**config.mk**
```make
export PLATFORM = sky130hd
export DESIGN_NAME = burst_latency_ctrl
export DESIGN_NICKNAME = d
export VERILOG_FILES = /design/src/rtl/burst_latency_ctrl.sv
export SDC_FILE = /design/constraint.sdc
export NUM_CORES = 1
export LEC_CHECK = 0
export BUFFER_PORTS_ARGS = -buffer_cell sky130_fd_sc_hd__buf_4
export CAP_MARGIN = 20
export CORE_ASPECT_RATIO = 1.1
export CORE_MARGIN = 2
export CORE_UTILIZATION = 49
export DETAILED_ROUTE_END_ITERATION = 8
export HOLD_SLACK_MARGIN = 0.06
export PLACE_DENSITY = 0.76
export SLEW_MARGIN = 10
export SYNTH_ARGS = -nofsm -noshare
export SYNTH_HDL_FRONTEND = slang
export SYNTH_SLANG_ARGS = --single-unit
```
**constraint.sdc**
```tcl
create_clock -name clk -period 2.1 [get_ports clk]
set_input_delay 0.105 -clock clk [delete_from_list [all_inputs] [get_ports clk]]
set_output_delay 0.105 -clock clk [all_outputs]
set_load 0.005 [all_outputs]
```
**src/rtl/burst_latency_ctrl.sv**
```systemverilog
module burst_latency_ctrl #(
  parameter int          AW    = 16,
  parameter int          DW    = 16,
  parameter int          DEPTH = 256,
  parameter logic [15:0] SEED  = 16'hA5C3
) (
  input  logic          clk,
  input  logic          rst_n,
  input  logic          en,
  input  logic          cfg_we,
  input  logic          start,
  input  logic [AW-1:0] addr,
  input  logic [1:0]    mode,
  output logic          rdy,
  output logic          dvalid,
  output logic [AW-1:0] ptr,
  output logic [DW-1:0] dout
);
  localparam int IW = $clog2(DEPTH);

  typedef enum logic [1:0] {IDLE, WAIT, DATA} st_t;

  st_t        st;
  logic [2:0] code_q;
  logic [1:0] mode_q;
  logic       early_q;
  logic [3:0] cnt, tot_q, base, tot_d;
  logic [5:0] beat, last_beat;
  logic       bnd;
  logic [DW-1:0] mem [DEPTH];

  for (genvar g = 0; g < DEPTH; g++) begin : g_mem
    assign mem[g] = DW'(g) ^ DW'(SEED);
  end

  assign base      = (code_q >= 3'd5) ? 4'd7 : {1'b0, code_q} + 4'd2;
  assign bnd       = (mode == 2'd0) && (&addr[5:2]);
  assign tot_d     = base + {3'b0, addr[0]} + {3'b0, bnd};
  assign last_beat = (mode_q == 2'd1) ? 6'd7 : (mode_q == 2'd2) ? 6'd15 : 6'd31;

  assign dvalid = en && (st == DATA);
  assign rdy    = en && ((st == DATA) || (st == WAIT && early_q && cnt == tot_q - 4'd1));
  assign dout   = mem[ptr[IW-1:0]];

  always_ff @(posedge clk or negedge rst_n) begin
    if (!rst_n) begin
      code_q  <= 3'd5;
      st      <= IDLE;
      mode_q  <= 2'd0;
      early_q <= 1'b1;
      cnt     <= 4'd0;
      tot_q   <= 4'd7;
      beat    <= 6'd0;
      ptr     <= '0;
    end else begin
      if (cfg_we) code_q <= addr[14:12];
      if (!en) begin
        st <= IDLE;
      end else if (start) begin
        st      <= WAIT;
        cnt     <= 4'd1;
        tot_q   <= tot_d;
        ptr     <= addr;
        mode_q  <= mode;
        early_q <= (code_q != 3'd0);
      end else begin
        case (st)
          WAIT: begin
            cnt <= cnt + 4'd1;
            if (cnt == tot_q - 4'd1) begin
              st   <= DATA;
              beat <= 6'd0;
            end
          end
          DATA: begin
            if (mode_q != 2'd0 && beat == last_beat) begin
              st <= IDLE;
            end else begin
              beat <= beat + 6'd1;
              ptr  <= (mode_q == 2'd0) ? ptr + 1'b1 : {ptr[AW-1:6], ptr[5:0] + 6'd1};
            end
          end
          default: ;
        endcase
      end
    end
  end
endmodule

```
# == Word level (Yosys, flattened, before mapping) ==
# Memory sizes are Yosys's and may differ from the RTL's.
# Cells that the tools add are included.
# Widths: inputs -> output; s select.
# op_classes
add_sub_neg,8
n_lt_le_gt_ge,2
n_eq_ne,12
mux,19
n_bitwise,2
n_reduce_logical,22
# op_table
op,n
$mux 16,6
$add 16x1->16 const B,1
$add 6x1->6 const B,2
$mux 4,3
$mux 6,2
$pmux 6 s2,1
$mux 5,2
$reduce_bool 2->1,5
$ge 9x9->1 const B,1
$not 8->9,1
$add 4x1->4,2
$mux 2,4
$ne 4x3->1 const B,2
$reduce_and 4->1,2
$eq 6x5->1,1
$logic_and 1x1->1,6
$reduce_and 3->1,2
$reduce_and 5->1,1
$add 3x2->4 const B,1
$add 4x1->4 const B,1
$eq 2x1->1 const B,2
$eq 2x2->1 const B,2
$eq 4x4->1,1
$logic_not 2->1,2
other kinds (10),12
# word_totals
regBits,38
rom_bits,4096
in_bits,23
out_inout_bits,34
n_memories,1
# mem_list
memory,depth,width,read_ports,rd_ports_with_merged_regs,wr,line,source
(name not given),256,16,1,0,0,43,assign dout = mem[ptr[IW-1:0]];

# == Logic depth before layout (Yosys ltp) ==
# depth
depth_word,9
ltp_mapped,8
depth_no_buf,8

# == Worst setup path before layout ==
# No wires, ideal clock.
# synth_path
path_type,reg-to-reg
startpoint,register tot_q[0]
endpoint,register beat[1]
setup_time_ns,0.079
arrival_ns,1.920
slack_ns,0.101
stages_incl_launch_ff,9
period_less_slack_ns,1.999
path_cell_list,dfstp_2 -> inv_1 -> ha_1 -> xor2_1 -> nand2_1 -> o31ai_4 -> and2_1 -> buf_6 -> mux2i_1
# synth_between
elab_chain_len,4
# synth_rtl
element,line,source
start: declaration,27,"logic [3:0] cnt, tot_q, base, tot_d;"
start signal: assignment,62,tot_q <= tot_d;
$sub 4x1->4,70,if (cnt == tot_q - 4'd1) begin
$eq 4x4->1,70,
$ne 2x1->1 (no source line),--,
$reduce_and 5->1 (no source line),--,
end signal: assignment,79,beat <= beat + 6'd1;
end: declaration,28,"logic [5:0] beat, last_beat;"
# No other way between the ends.
# A chain may end at the register's enable or synchronous reset.

# == Final worst setup path ==
# layout_path
startpoint,register tot_q[1]
endpoint,register beat[3]
# Same word-level chain as after synthesis.

==> results_dict.tcl <==
set metrics [dict create \
    status "finished, violations left" \
    violations "setup timing" \
    power_frac_comb_pct 33.6 \
    finalSetupViolations 1 \
    antenna_cells 0 \
    synth_top_area_cell "dfrtp_1" \
    slew_headroom_pct 59.67 \
    final-max-slew-violation-count 0 \
    syn_area_mm2 0.002515 \
    grtUsageTotal_pct 21.58 \
    antenna_left 0 \
    critPathArrivalTime_ns 2.27 \
    min-delay-start "addr[7]" \
    hold_path_class "input port to flop" \
    grt_use_met1_pct 27.97 \
    p_int_w 0.001628 \
    hold_viol 0 \
    synth_top_area_share_pct 31.84 \
    grt_pass1_vias 2147 \
    gp_congestion 0.7644 \
    clock_power_share_pct 24.8 \
    yosysUniqueCellTypes 54 \
    antenna_found_initial 0 \
    syn_inst 287 \
    initial_core_util_pct 50.64 \
    fmaxAchievable_ghz 0.4761 \
    setup_tns_ns -0.0004179 \
    drt_pass1_iterations 4 \
    wl_per_cell_um 15.21 \
    rows 27 \
    power_density_mw_per_mm2 778.9 \
    yosysWarnings 0 \
    end_kind "flop" \
    gr-usage-met2_pct 36.33 \
    core_mm2 0.004966 \
    ioPinCount 57 \
    htreeDepth 2 \
    worst_slew_pin_slew_ns 0.6007 \
    clk_path_buf_depth 2 \
    crit_required_ns 2.27 \
    use_met3_pct 4.569 \
    die_area_mm2 0.005722 \
    chipHeight_um 79.14 \
    drcViolationCount 0 \
    critical_path.max_fanout 7 \
    pwr-share-seq_pct 41.7 \
    synthArstFlopShare_pct 100.0 \
    grt_overflow 0 \
    dp_slack_ns -0.005417 \
    p_sw_share_pct 33.99 \
    synth_area_leaders "dfrtp_1 32%, dfstp_2 6.3%, ha_1 5.5%" \
    critPathKind "flop to flop" \
    worst_setup_path_start_kind "flop" \
    portBuffers 48 \
    setup_slack_ns -0.0004179 \
    seq_area_frac_synth_pct 38.11 \
    fin_skew_ns 0.007324 \
    rsz0062_at_grt "yes" \
    root_buffer "clkbuf_8" \
    grt_max_degree 39 \
    dp_cells 383 \
    busiest_layer "met2" \
    wirelength_um 6129 \
    vias_per_cell 5.722 \
    clk_pin_slew_worst_paths_ns 0.08 \
    p_sw_w 0.0008385 \
    synth_edf_count 0 \
    numCtsBuffers 5 \
    ys_seq_elements 38 \
    cts_tree "done" \
    avgSynthCellArea_um2 8.763 \
    finalPower_w 0.002467 \
    grt_pass1_wl_um 9791 \
    drive_gt1_share_pct 26.38 \
    synth_ff_type "dfrtp_1" \
    finalCritPeriodShare_pct 100.0 \
    crit_path_start "tot_q[1]" \
    drtIter0Drc 114 \
    insertion_delay_ns 0.29 \
    cap_violations 0 \
    cts.sinks 38 \
    die_width_um 72.31 \
    syn_to_final_growth_pct 25.92 \
    peakVddDrop_v 0.0005136 \
    r2r-start "tot_q[1]" \
    final_cells 403 \
    leakage_nw 1.423 \
    vias 2306 \
    fin_nets 379 \
    post-dp-hpwl_um 4183 \
    period_needed_ns 2.100 \
]
## worst max-delay path: stages, from the launching register on
cell	delay (ns)
dfstp_2	0.57
inv_2	0.07
ha_4	0.24
xor2_2	0.15
nand2_2	0.11
o31ai_4	0.36
buf_4	0.19
nand3_2	0.07
a32o_1	0.22
## layer usage
metal	wire, um	vias up
met1	2570	1118
met5	0	-
li1	-	1116
met2	3144	68
met3	355	4
met4	58	0
## kinds of logic after synthesis
family | Yosys count | synth area share, %
AO/OA/AOI/OAI | 73 | 19.15
XOR/XNOR | 9 | 3.134
flip-flops | 38 | 38.11
multiplexers | 8 | 3.333
AND/OR/NAND/NOR | 102 | 21.14
buffers and inverters | 43 | 8.557
adder cells (fa/ha/maj) | 12 | 6.269
other | 2 | 0.2986
## registers in the layout (all words and copies together) (netlist names)
name	cells
st	2
ptr	16
mode_q	2
code_q	3
early_q	1
cnt	4
tot_q	4
beat	6
## layout by cell type, fill, tap and decap left out, drive strengths merged, types with 5 or more instances in the layout
cell type / Yosys / final
nor3: 9 / 9
inv: 20 / 20
mux2i: 5 / 5
dfstp: 6 / 6
a21oi: 14 / 14
dfrtp: 32 / 32
xnor2: 5 / 5
conb: 2 / 8
nor2: 19 / 19
ha: 11 / 11
nand2: 27 / 27
dlygate4sd3: 0 / 9
clkbuf: 8 / 7
nand4: 5 / 5
nand3: 15 / 15
o22ai: 5 / 5
o21ai: 27 / 27
buf: 15 / 58
## area by class of cell
type	count	area (um2)
clock inverter	1	30.03
inverter	20	75.07
tap	58	72.57
clock buffer	7	76.32
fill	437	1799
multi-input combinational	212	1429
sequential	38	958.4
timing repair buffer	67	525.5
## power by group through the flow
| stage | logic (W) | registers, W | clock network [W] |
|---|---|---|---|
| final | 0.000828 | 0.00103 | 0.000611 |
| after global placement | 0.000683 | 0.00103 | 0 |
| after detailed placement | 0.000703 | 0.00103 | 0 |
| after CTS | 0.000726 | 0.00102 | 0.000625 |
| after global routing | 0.000920 | 0.00105 | 0.000648 |
| after floorplan | 0.000465 | 0.00100 | 0 |
## through the flow
step | hold WS, ns | instance area [um2] | util (%)
2_1_floorplan | -0.1906 | 2537 | -
4_1_cts | 0.06868 | 3087 | 62.16
6_report | 0.07238 | 3167 | 63.77
3_3_place_gp | 0.1037 | 2883 | 58.05
3_5_place_dp | 0.1072 | 2883 | 58.05
5_1_grt | 0.07659 | 3167 | 63.77
## Yosys cell counts, types with 4 or more instances
library cell	count
nor3_1	8
mux2i_1	5
inv_1	20
nand2_1	27
ha_1	11
dfrtp_1	32
xor2_1	4
nand4_1	5
o22ai_1	5
buf_4	12
nand3_1	15
nor2_1	19
clkbuf_1	8
xnor2_1	5
o21ai_0	27
nand2b_1	4
dfstp_2	6
a21oi_1	14
## repair_timing
action,CTS,global route
setup endpoints to repair,3,8
endpoints found under the hold margin,39,0
buffers inserted,0,3
hold buffers,9,0
gates resized for setup,1,11
pin swaps,2,5
## worst paths after layout
| kind | slack [ns] | end | depth (start not counted) |
|---|---|---|---|
| min in group asynchronous | 0.33 | ptr[15] | 2 |
| setup reg to reg | -0.0004 | beat[3] | 8 |
| max in group asynchronous | 1.41 | early_q | 2 |
| hold / removal | 0.07 | ptr[7] | 3 |
| setup / recovery | -0.0004 | beat[3] | 8 |
| hold reg to reg | 0.49 | early_q | 2 |
No activity file was read; power rests on OpenSTA's default activity.
